--- config.mk ---
export PLATFORM = sky130hd
export DESIGN_NAME = cpu_slew_selector
export DESIGN_NICKNAME = d
export VERILOG_FILES = /design/src/rtl/cpu_slew_pkg.sv /design/src/rtl/slew_tick_gen.sv /design/src/rtl/slew_target_sel.sv /design/src/rtl/slew_fsm.sv /design/src/rtl/cpu_slew_selector.sv
export SDC_FILE = /design/constraint.sdc
export NUM_CORES = 1
export LEC_CHECK = 0
export BUFFER_PORTS_ARGS = -buffer_cell sky130_fd_sc_hd__buf_2
export CORE_MARGIN = 4
export CORE_UTILIZATION = 52
export DETAILED_ROUTE_END_ITERATION = 8
export PLACE_DENSITY = 0.86
export SLEW_MARGIN = 5
export SYNTH_ARGS = -nofsm -noshare
export SYNTH_HDL_FRONTEND = slang
export SYNTH_HIERARCHICAL = 1
export SYNTH_SLANG_ARGS = --single-unit
export TNS_END_PERCENT = 5
--- constraint.sdc ---
create_clock -name clk_i -period 2.6 [get_ports clk_i]
set_clock_uncertainty 0.15 [all_clocks]
set_input_delay 0.65 -clock clk_i [delete_from_list [all_inputs] [get_ports clk_i]]
set_output_delay 0.65 -clock clk_i [all_outputs]
set_load 0.05 [all_outputs]
--- src/rtl/cpu_slew_pkg.sv ---
package cpu_slew_pkg;

    typedef enum logic [1:0] {
        ST_INIT = 2'd0,
        ST_HOLD = 2'd1,
        ST_RISE = 2'd2,
        ST_FALL = 2'd3
    } slew_state_e;

endpackage

--- src/rtl/slew_tick_gen.sv ---
module slew_tick_gen #(
    parameter int DIV_W = 12
) (
    input  logic             clk_i,
    input  logic             rst_i,
    input  logic             en_i,
    input  logic [DIV_W-1:0] div_i,
    output logic             tick_o
);

    logic [DIV_W-1:0] cnt_q;
    logic             at_end;

    assign at_end = (cnt_q == div_i);
    assign tick_o = en_i && at_end;

    // Divider restarts whenever ramping is not active.
    always_ff @(posedge clk_i) begin
        if (rst_i || !en_i) begin
            cnt_q <= '0;
        end else if (at_end) begin
            cnt_q <= '0;
        end else begin
            cnt_q <= cnt_q + {{(DIV_W-1){1'b0}}, 1'b1};
        end
    end

endmodule

--- src/rtl/slew_target_sel.sv ---
module slew_target_sel #(
    parameter int CODE_W    = 8,
    parameter int N_ENTRIES = 8,
    parameter int MIN_CODE  = 8,
    parameter int MAX_CODE  = 100,
    localparam int SEL_W    = $clog2(N_ENTRIES)
) (
    input  logic                          clk_i,
    input  logic                          rst_i,
    input  logic [SEL_W-1:0]              sel_i,
    input  logic [N_ENTRIES*CODE_W-1:0]   table_i,
    output logic [CODE_W-1:0]             tgt_now_o,
    output logic [CODE_W-1:0]             tgt_q_o
);

    localparam logic [CODE_W-1:0] LO_C = CODE_W'(MIN_CODE);
    localparam logic [CODE_W-1:0] HI_C = CODE_W'(MAX_CODE);

    logic [CODE_W-1:0] clamped [N_ENTRIES];

    // One clamp per table entry.
    for (genvar k = 0; k < N_ENTRIES; k++) begin : g_clamp
        logic [CODE_W-1:0] raw;
        assign raw = table_i[k*CODE_W +: CODE_W];
        always_comb begin
            if (raw < LO_C) begin
                clamped[k] = LO_C;
            end else if (raw > HI_C) begin
                clamped[k] = HI_C;
            end else begin
                clamped[k] = raw;
            end
        end
    end

    assign tgt_now_o = clamped[sel_i];

    always_ff @(posedge clk_i) begin
        if (rst_i) begin
            tgt_q_o <= LO_C;
        end else begin
            tgt_q_o <= tgt_now_o;
        end
    end

endmodule

--- src/rtl/slew_fsm.sv ---
module slew_fsm
    import cpu_slew_pkg::*;
#(
    parameter int CODE_W   = 8,
    parameter int MIN_CODE = 8
) (
    input  logic              clk_i,
    input  logic              rst_i,
    input  logic [CODE_W-1:0] tgt_now_i,
    input  logic [CODE_W-1:0] tgt_q_i,
    input  logic              tick_i,
    output logic [CODE_W-1:0] code_o,
    output logic              busy_o,
    output logic              settled_o,
    output logic              init_o
);

    localparam logic [CODE_W-1:0] LO_C  = CODE_W'(MIN_CODE);
    localparam logic [CODE_W-1:0] ONE_C = {{(CODE_W-1){1'b0}}, 1'b1};

    slew_state_e       state_q, state_nx;
    logic [CODE_W-1:0] code_q, code_nx;

    // State register
    always_ff @(posedge clk_i) begin
        if (rst_i) begin
            state_q <= ST_INIT;
            code_q  <= LO_C;
        end else begin
            state_q <= state_nx;
            code_q  <= code_nx;
        end
    end

    // Next state and next code
    always_comb begin
        state_nx = state_q;
        code_nx  = code_q;
        unique case (state_q)
            ST_INIT: begin
                code_nx  = tgt_now_i;
                state_nx = ST_HOLD;
            end
            ST_HOLD: begin
                if (tgt_q_i > code_q) begin
                    state_nx = ST_RISE;
                end else if (tgt_q_i < code_q) begin
                    state_nx = ST_FALL;
                end
            end
            ST_RISE: begin
                if (tgt_q_i == code_q) begin
                    state_nx = ST_HOLD;
                end else if (tgt_q_i < code_q) begin
                    state_nx = ST_FALL;
                end else if (tick_i) begin
                    code_nx = code_q + ONE_C;
                end
            end
            ST_FALL: begin
                if (tgt_q_i == code_q) begin
                    state_nx = ST_HOLD;
                end else if (tgt_q_i > code_q) begin
                    state_nx = ST_RISE;
                end else if (tick_i) begin
                    code_nx = code_q - ONE_C;
                end
            end
            default: begin
                state_nx = ST_INIT;
            end
        endcase
    end

    // Outputs
    always_ff @(posedge clk_i) begin
        if (rst_i) begin
            settled_o <= 1'b0;
        end else begin
            settled_o <= (state_q != ST_INIT) && (code_q == tgt_q_i);
        end
    end

    assign busy_o = (state_q == ST_RISE) || (state_q == ST_FALL);
    assign init_o = (state_q == ST_INIT);
    assign code_o = code_q;

endmodule

--- src/rtl/cpu_slew_selector.sv ---
module cpu_slew_selector #(
    parameter int CODE_W    = 8,
    parameter int N_ENTRIES = 8,
    parameter int DIV_W     = 12,
    parameter int MIN_CODE  = 8,
    parameter int MAX_CODE  = 100,
    localparam int SEL_W    = $clog2(N_ENTRIES)
) (
    input  logic                        clk_i,
    input  logic                        rst_i,
    input  logic [SEL_W-1:0]            freq_sel_i,
    input  logic [N_ENTRIES*CODE_W-1:0] freq_table_i,
    input  logic [DIV_W-1:0]            step_div_i,
    output logic [CODE_W-1:0]           freq_code_o,
    output logic                        slewing_o,
    output logic                        settled_o
);

    logic [CODE_W-1:0] tgt_now, tgt_q;
    logic              tick;
    logic              fsm_init;

    slew_target_sel #(
        .CODE_W   (CODE_W),
        .N_ENTRIES(N_ENTRIES),
        .MIN_CODE (MIN_CODE),
        .MAX_CODE (MAX_CODE)
    ) u_tgt (
        .clk_i    (clk_i),
        .rst_i    (rst_i),
        .sel_i    (freq_sel_i),
        .table_i  (freq_table_i),
        .tgt_now_o(tgt_now),
        .tgt_q_o  (tgt_q)
    );

    slew_tick_gen #(
        .DIV_W(DIV_W)
    ) u_tick (
        .clk_i (clk_i),
        .rst_i (rst_i),
        .en_i  (slewing_o),
        .div_i (step_div_i),
        .tick_o(tick)
    );

    slew_fsm #(
        .CODE_W  (CODE_W),
        .MIN_CODE(MIN_CODE)
    ) u_fsm (
        .clk_i    (clk_i),
        .rst_i    (rst_i),
        .tgt_now_i(tgt_now),
        .tgt_q_i  (tgt_q),
        .tick_i   (tick),
        .code_o   (freq_code_o),
        .busy_o   (slewing_o),
        .settled_o(settled_o),
        .init_o   (fsm_init)
    );

endmodule

# Word level (Yosys, flattened, before mapping)
# Index checks and enable logic that the tools add are counted.
dict set report op_classes {
  addsub 3
  n_lt_le_gt_ge 19
  eq_ne 13
  n_mux 32
  bitwise 1
  n_reduce_logical 10
}
# operator count
set op_table {}
lappend op_table {{8-bit two-way mux} 24}
lappend op_table {{8-bit by 7-bit > comparator with 1-bit output, second input constant} 8}
lappend op_table {{8-bit by 4-bit less-than comparator with 1-bit output, second input constant} 8}
lappend op_table {{8-bit binary-select mux with 3-bit select} 1}
lappend op_table {{8-bit case mux with 3 select lines} 1}
lappend op_table {{8-bit == test} 2}
lappend op_table {{12-bit by 1-bit adder with 12-bit output, second input constant} 1}
lappend op_table {{12-bit == test} 1}
lappend op_table {{2-bit inequality test, second input constant} 6}
lappend op_table {{2-bit two-way mux} 5}
lappend op_table {{8-bit by 1-bit adder with 8-bit output, second input constant} 1}
lappend op_table {{8-bit > comparator} 1}
lappend op_table {{8-bit less-than comparator} 1}
lappend op_table {{2-bit case mux with 4 select lines} 1}
lappend op_table {{8-bit by 1-bit subtractor with 8-bit output, second input constant} 1}
lappend op_table {{7-bit AND reduction} 1}
lappend op_table {{2-bit == test, second input constant} 2}
lappend op_table {{4-bit greater-or-equal comparator, second input constant} 1}
lappend op_table {{3-bit inverter with 4-bit output} 1}
lappend op_table {{3-bit by 1-bit inequality test with 1-bit output, second input constant} 1}
lappend op_table {{3-bit nonzero test} 1}
lappend op_table {{2-bit by 1-bit == test with 1-bit output, second input constant} 1}
lappend op_table {{1-bit logical AND} 2}
lappend op_table {{2-bit zero test} 1}
lappend op_table {{other kinds (4)} 5}
dict set report totals {
  regBits 31
  out_inout_bits 10
}

# Logic depth before layout (Yosys ltp)
# Gate-level depths: netlist (run 1).
dict set report depth {
  ltp_word 7
  ltp_mapped 9
  mapped_depth_nobuf 9
}

# Cells and area by module
# Netlist (run 1), hierarchy kept.
# mod n_inst cells_each area_each_um2 seq_area_each_um2
set modules_own_cells {}
lappend modules_own_cells {slew_target_sel 1 180 1263.7 160.2}
lappend modules_own_cells {slew_fsm 1 120 993.5 220.2}
lappend modules_own_cells {slew_tick_gen 1 73 686.9 240.2}

# Least setup slack after synthesis (run 1)
# OpenSTA, ideal clock, no wires.
dict set report synth_timing {
  path_kind {register -> register}
  start {reg u_fsm.code_q[0] (netlist: u_fsm/code_o[0])}
  end {reg u_fsm.code_q[6] (netlist: u_fsm/code_o[6])}
  arrival_ps 2301
  path_slack_ps 69
  path_stages_with_launch 9
  n_path_buf 0
  period_less_slack_ps 2531
  cell_sequence {dfxtp_1 -> inv_1 -> fa_1 -> and2b_1 -> o21ai_1 -> a21boi_0 -> o21ai_0 -> a211o_1 -> a41oi_1}
}
dict set report synth_via {
  elab_chain_cells 5
  word_cells_on_any_way 17
  cone_classes {2 x add/sub; 2 x order compare; 5 x eq/ne; 7 x mux; 1 x reduce/logical}
}
# element line
set synth_lines {}
lappend synth_lines {{start: declaration} slew_fsm.sv:22} ;# logic [CODE_W-1:0] code_q, code_nx;
lappend synth_lines {{start signal: assignment} slew_fsm.sv:31} ;# code_q <= code_nx;
lappend synth_lines {{8-bit by 1-bit subtractor with 8-bit output / 8-bit by 1-bit adder with 8-bit output (equally long branches)} {slew_fsm.sv:66, slew_fsm.sv:57}}
lappend synth_lines {{8-bit two-way mux (on tied branches)} {slew_fsm.sv:65, slew_fsm.sv:56}}
lappend synth_lines {{8-bit two-way mux (on tied branches)} {slew_fsm.sv:63, slew_fsm.sv:54}}
lappend synth_lines {{8-bit two-way mux (on tied branches)} {slew_fsm.sv:61, slew_fsm.sv:52}}
lappend synth_lines {{8-bit case mux with 3 select lines} slew_fsm.sv:39} ;# unique case (state_q)
# Parallel ways exist; a longest one is shown, timed or not. The select of a mux whose other input is x is not followed.
# A chain may end at the register's enable or synchronous reset.

# Worst setup path in the final report (run 1)
dict set report layout_timing {
  start {reg u_fsm.state_q[0]}
  end {reg u_fsm.code_q[7] (netlist: u_fsm/code_o[7])}
}
dict set report layout_via {
  elab_chain_cells 5
  word_cells_on_any_way 14
  cone_classes {8 x eq/ne; 1 x mux; 5 x reduce/logical}
}
# element line
set layout_lines {}
lappend layout_lines {{start: declaration} slew_fsm.sv:21} ;# slew_state_e state_q, state_nx;
lappend layout_lines {{start signal: assignment} slew_fsm.sv:30} ;# state_q <= state_nx;
lappend layout_lines {{2-bit == test} {slew_fsm.sv:39, slew_fsm.sv:84}}
lappend layout_lines {{1-bit logical OR} slew_fsm.sv:84} ;# assign busy_o = (state_q == ST_RISE) || (state_q == ST_FALL);
lappend layout_lines {{1-bit logical AND} slew_tick_gen.sv:15} ;# assign tick_o = en_i && at_end;
lappend layout_lines {{2-bit inequality test (no source line)} --}
lappend layout_lines {{7-bit AND reduction (no source line)} --}
# Parallel ways exist; a longest one is shown, timed or not.

==> qor.yml, run 1 <==
drtIter0Drc: 208
cts_tree: "yes"
r2r_setup_slack_ps: 210
synthesis.instances: 373
synth.distinct_cells: 66
synth_most_common_cell: "nor2_1"
drv_cap: 0
hold_viol: 0
die_h_um: 83.2
crit_type: "flip-flop to flip-flop"
cp_cell_sequence: "nand2_1 > inv_1 > ha_1 > and3_1 > a221o_1 > o41ai_2 > xnor2_1 > nor2_1 > o32ai_1"
dp_cells: 540
core-area_mm2: 0.00551
pwr-share-comb_pct: 45.3
hold_class: "flip-flop to flip-flop"
nets: 572
clk_latency_ps: 280
p_switching_w: 0.000694
seq_area_frac_synth_pct: 21.1
vdd_drop_max_v: 0.000262
ys_ff_latch: 31
startpoint: "u_fsm/state_q[0]"
cp.arrival_ps: 2430
whs_ps: 380
finalPower_w: 0.00172
antenna_found_initial: 0
final_cell_count_no_fill: 547
async_reset_ff_share_pct: 0
setup_viol: 0
synthFlopType: "dfxtp_1"
switching_share_pct: 40.3
yosys-top-cells-count: "nor2_1, dfxtp_1, a21oi_1, nor3_1, xnor2_1"
reg2reg_from: "u_fsm/state_q[0]"
powerDensity_mw_per_mm2: 475
dieWidth_um: 83.2
root_buffer: "clkbuf_8"
max_slew.worst_pin.slew_ps: 544
p_int_w: 0.00103
drive_gt1_share_pct: 29.5
path_clk_slew_ps: 60
slew_headroom_pct: 63.3
max_freq_mhz: 418
crit_end: "u_fsm/code_o[7]"
grt_max_degree: 18
wire_per_inst_um: 15.6
reg2reg_to: "u_fsm/code_o[7]"
cp_max_fo: 6
yosys_warnings: 6
clock_sinks: 31
first_pass_iters: 5
power_frac_clock_pct: 22.2
first_global_vias: 3166
drv_slew: 0
synth_top_area_share_pct: 21.1
routed_wl_um: 8540
grt_overflow: 0
outcome: "finished clean"
yosysTopAreaCell: "dfxtp_1"
cts_made_buffers: 5
cts-hold-fix-buffers: 0
dp_hpwl_um: 6900
syn_area_mm2: 0.00294
viasPerCell: 6.16
tns_ps: 0
antenna_cells: 0
end_kind: "flip-flop"
drcViolationCount: 0
reg2regPathDepth: 9
rsz0062_at_grt: "no"
syn_area_per_cell_um2: 7.89
finalWeightedCongestion: 0.895
grt_pass1_wl_um: 14300
fin_crit_sh_pct: 92.0
portBuffers: 90
io_pins: 91
p_seq_share_pct: 32.5
synth_edf_count: 0
slowest_stage: "a221o_1"
fillerInstances: 464
track_usage_pct: 24.2
crit_path_start_kind: "flip-flop"
p_leak_nw: 1.48
worstPathRequired_ps: 2640
initial_core_util_pct: 53.5
synth.area.top_cells: "dfxtp_1, xnor2_1, ha_1"
syn2layout_area_growth_pct: 23.1
layout_min_cycle_time_ps: 2390
die-area_mm2: 0.00693
htreeDepth: 2
clk_path_buf_depth: 2
critical-path-max-stage-delay_ps: 340
num_vias: 3367
fp-row-count: 27
postRouteAntennaNets: 0
==> metal layers <==
metal / vias up / global-route usage, % / routed length, um
met5: - / 0 / 0
met4: 0 / 8.32 / 252
met3: 26 / 5.36 / 685
met2: 151 / 41.6 / 4010
met1: 1554 / 29.6 / 3590
li1: 1636 / - / -
==> layout by cell type (no fill, tap or decap), types with 13 or more instances in the layout <==
cell type	n
a21oi_1	27
nor3_1	26
buf_2	90
xnor2_1	22
nor2_1	32
inv_1	21
ha_1	15
o21ai_0	13
dfxtp_1	31
nand2_1	21
buf_4	14
==> metrics by stage <==
step / utilization (%) / area, um^2 / worst slack [ps]
2_1_floorplan: - / 2950 / 68.6
3_3_place_gp: 64.0 / 3530 / -83.7
3_5_place_dp: 64.0 / 3530 / -244
4_1_cts: 65.6 / 3610 / 66.0
5_1_grt: 65.8 / 3620 / 3.30
6_report: 65.8 / 3620 / 208
==> power groups by stage <==
| stage | combinational [W] | sequential (W) | clock [W] |
|---|---|---|---|
| floorplan | 0.000424 | 0.000659 | 0 |
| global placement | 0.000736 | 0.000571 | 0 |
| detailed placement | 0.000762 | 0.000570 | 0 |
| CTS | 0.000770 | 0.000560 | 0.000384 |
| global route | 0.000858 | 0.000567 | 0.000404 |
| finish | 0.000779 | 0.000560 | 0.000382 |
==> cell families (layout without fill, tap and decap cells) <==
group / after synthesis / in the layout / share of synthesized area (%)
compound gates: 117 / 117 / 29.9
xor+xnor: 26 / 26 / 7.73
fa+ha+maj: 16 / 16 / 7.05
buf+inv: 31 / 132 / 4.97
flops: 31 / 31 / 21.1
mux: 5 / 5 / 2.97
other cells: 1 / 2 / 0.127
simple gates: 146 / 146 / 26.2
==> worst max-delay path: cells and delay by family (launching register included) <==
kind,cells,cell delay (ps)
XOR/XNOR,1,160
AND/OR/NAND/NOR,3,400
adder cells (fa/ha/maj),1,300
flip-flops,1,330
AO/OA/AOI/OAI,3,740
buffers and inverters,1,210
==> worst min path at each step <==
stage	start	to	slack (ps)	cells after the start
after detailed placement	u_tick/cnt_q[0]	u_tick/cnt_q[0]	370	1
after global routing	u_tick/cnt_q[0]	u_tick/cnt_q[0]	400	1
final	u_tick/cnt_q[0]	u_tick/cnt_q[0]	380	1
after CTS	u_tick/cnt_q[0]	u_tick/cnt_q[0]	380	1
after floorplan	u_tick/cnt_q[0]	u_tick/cnt_q[0]	320	1
after global placement	u_tick/cnt_q[0]	u_tick/cnt_q[0]	370	1
==> timing repair <==
item | CTS | global route
setup buffers | 0 | 0
endpoints found under the setup margin | 0 | 6
resized for setup | 0 | 2
==> registers in the layout, indices dropped and copies added (netlist names) <==
signal and flops:
u_tick/cnt_q 12, u_fsm/state_q 2, u_tgt/tgt_q_o 8, u_fsm/settled_o 1, u_fsm/code_o 8
==> final cells by class <==
class | instances | area [um^2] | area share [%]
multi-input combinational | 312 | 2190 | 60.5
sequential | 31 | 621 | 17.1
timing repair buffer | 104 | 556 | 15.3
tap | 72 | 90.1 | 2.49
clock buffer | 6 | 82.6 | 2.28
inverter | 21 | 78.8 | 2.17
clock inverter | 1 | 5.00 | 0.138
Note: power is estimated with default switching activity, not from simulation.
==> run 2: changes to the inputs <==
Settings changed: CTS_BUF_LIST set to sky130_fd_sc_hd__clkbuf_16.
==> run 2 against run 1 <==
  * Global-route usage increased by 0.50 points
  * Clock power increased by 41%
  * Sequential cell count is the same
  * Non-clock buffer count unchanged
  * Final cell count is the same
  * Largest cell class unchanged
  * Register-to-register slack hardly changed
  * Critical endpoint is now u_fsm/code_o[0]
  * Largest power group unchanged
  * Combinational power grew 0.8%
  * Fmax down 0.31%
  * Hold slack worse by 7.8 ps
  * Cell area rose by 1.3%
  * Die area did not move
==> qor.yml, run 2 (synthesis results as in run 1) <==
postRouteAntennaNets: 0  # unchanged
reg2reg_from: "u_fsm/state_q[0]"  # unchanged
layout_min_cycle_time_ps: 2400  # was 2390 ps
reg2regPathDepth: 9  # unchanged
drive_gt1_share_pct: 29.5  # unchanged
wl_met2_um: 4190  # was 4010 um
powerDensity_mw_per_mm2: 513  # was 475 mW/mm^2
antenna_found_initial: 0  # unchanged
rsz0062_at_grt: "no"  # unchanged
htreeDepth: 2  # unchanged
power_frac_clock_pct: 28.5  # was 22.2%
max_slew.worst_pin.slew_ps: 571  # was 544 ps
setup_viol: 0  # unchanged
max_freq_mhz: 417  # was 418 MHz
initial_core_util_pct: 53.5  # unchanged
whs_ps: 372  # was 380 ps
cp_max_fo: 8  # was 6
switching_share_pct: 38.2  # was 40.3%
syn2layout_area_growth_pct: 24.7  # was 23.1%
pre_cts_slack_ps: -244  # unchanged
viasPerCell: 6.12  # was 6.16
top_layer_used: "met4"  # unchanged
vdd_drop_max_v: 0.000352  # was 0.000262 V
grt_pass1_wl_um: 14400  # was 14300 um
drcViolationCount: 0  # unchanged
first_global_vias: 3171  # was 3166
clk_path_buf_depth: 2  # unchanged
final_cell_count_no_fill: 547  # unchanged
dp_cells: 540  # unchanged
m1WireLength_um: 3620  # was 3590 um
track_usage_pct: 24.7  # was 24.2%
cp_cell_sequence: "buf_2 > xnor2_1 > nand4_2 > nor4_2 > o21ai_2 > nor3_2 > a31o_2 > nor3_1 > a211oi_1"  # was nand2_1 > inv_1 > ha_1 > and3_1 > a221o_1 > o41ai_2 > xnor2_1 > nor2_1 > o32ai_1
r2r_setup_slack_ps: 200  # was 210 ps
root_buffer: "clkbuf_16"  # was clkbuf_8
fp-row-count: 27  # unchanged
fin_crit_sh_pct: 92.3  # was 92.0%
final_util_pct: 66.7  # was 65.8%
startpoint: "step_div_i[11]"  # was u_fsm/state_q[0]
first_pass_iters: 5  # unchanged
finalWeightedCongestion: 0.895  # unchanged
routed_wl_um: 8700  # was 8540 um
postCtsSetupBuffers: 0  # unchanged
hold_depth: 1  # unchanged
num_vias: 3347  # was 3367
p_int_w: 0.00116  # was 0.00103 W
crit_type: "primary input to flip-flop"  # was flip-flop to flip-flop
die_h_um: 83.2  # unchanged
io_pins: 91  # unchanged
drv_cap: 0  # unchanged
layout_commonest_cell: "buf_2"  # unchanged
cp.arrival_ps: 2430  # about the same
cts_made_buffers: 5  # unchanged
hold_class: "flip-flop to flip-flop"  # unchanged
final_cell_mix: "buf_2, nor2_1, dfxtp_1"  # unchanged
grt_max_degree: 18  # unchanged
clk_latency_ps: 270  # was 280 ps
dp_hpwl_um: 6900  # unchanged
critical-path-max-stage-delay_ps: 360  # was 340 ps
cts_tree: "yes"  # unchanged
worstPathRequired_ps: 2630  # was 2640 ps
slew_headroom_pct: 61.5  # was 63.3%
crit_path_start_kind: "primary input"  # was flip-flop
grt_overflow: 0  # unchanged
worst_slack_ps: 201  # was 208 ps
largest_reg_flops: 12  # unchanged
clock_sinks: 31  # unchanged
portBuffers: 90  # unchanged
die-area_mm2: 0.00693  # unchanged
wl_met3_um: 679  # was 685 um
regMostFlops: "u_tick/cnt_q"  # unchanged
wire_per_inst_um: 15.9  # was 15.6 um
slowest_stage: "nor4_2"  # was a221o_1
cts-hold-fix-buffers: 0  # unchanged
drv_slew: 0  # unchanged
hold_viol: 0  # unchanged
p_leak_nw: 1.50  # was 1.48 nW
outcome: "finished clean"  # unchanged
path_clk_slew_ps: 50  # was 60 ps
end_kind: "flip-flop"  # unchanged
antenna_cells: 0  # unchanged
min-delay-start: "u_tick/cnt_q[0]"  # unchanged
p_switching_w: 0.000719  # was 0.000694 W
pwr-share-comb_pct: 41.7  # was 45.3%
dieWidth_um: 83.2  # unchanged
drtIter0Drc: 217  # was 208
nets: 572  # unchanged
p_seq_share_pct: 29.8  # was 32.5%
core-area_mm2: 0.00551  # unchanged
run 2: cell count changes in the layout (fill, tap and decap cells not counted):
| cell | delta |
|---|---|
| clkbuf_16 | +5 |
| clkinv_1 | +1 |
| inv_1 | -1 |
| inv_2 | +1 |
| clkbuf_8 | -6 |
run 2: layout make-up:
class | count | area, um^2
clock buffers | 5 | 125
flip-flops and latches | 31 | 621
inverters | 21 | 78.8
clock inverters | 2 | 8.76
fillers | 462 | 1840
multi-input cells | 312 | 2190
repair buffers | 104 | 556
well taps | 72 | 90.1
run 2: path summary, 6_finish.rpt:
kind,end
hold reg to reg,u_tick/cnt_q[0]
hold / removal,u_tick/cnt_q[0]
setup / recovery,u_fsm/code_o[0]
setup reg to reg,u_fsm/code_o[7]
run 2: timing repair:
action,in CTS,in global routing
endpoints found under the hold margin,0,0
resized for setup,0,3
setup endpoints to repair,0,7
run 2: critical path, delay by kind of cell:
family / cells / cell delay, ps
AOI/OAI and AO/OA: 3 / 650
xor gates and xnor gates: 1 / 180
and+or+nand+nor: 4 / 860
buffers and inverters: 1 / 100
run 2: power groups by stage:
stage                     Sequential [W]  Clock, W  Combinational [W]
after floorplan                 0.000659         0           0.000424
after CTS                       0.000561  0.000540           0.000773
final                           0.000561  0.000537           0.000785
after global placement          0.000571         0           0.000736
after detailed placement        0.000570         0           0.000762
after global routing            0.000568  0.000562           0.000862
run 2: metrics by stage:
stage / total power (W) / area, um^2 / TNS, ps
final: 0.00188 / 3670 / 0
after global routing: 0.00199 / 3670 / 0
after CTS: 0.00187 / 3660 / 0
after detailed placement: 0.00133 / 3530 / -1600
after global placement: 0.00131 / 3530 / -486
after floorplan: 0.00108 / 2950 / 0
run 2: metal layers:
layer	vias up	global-route usage, %
met3	17	4.86
met5	-	0
met2	146	42.5
li1	1634	-
met4	0	8.62
met1	1550	30.6
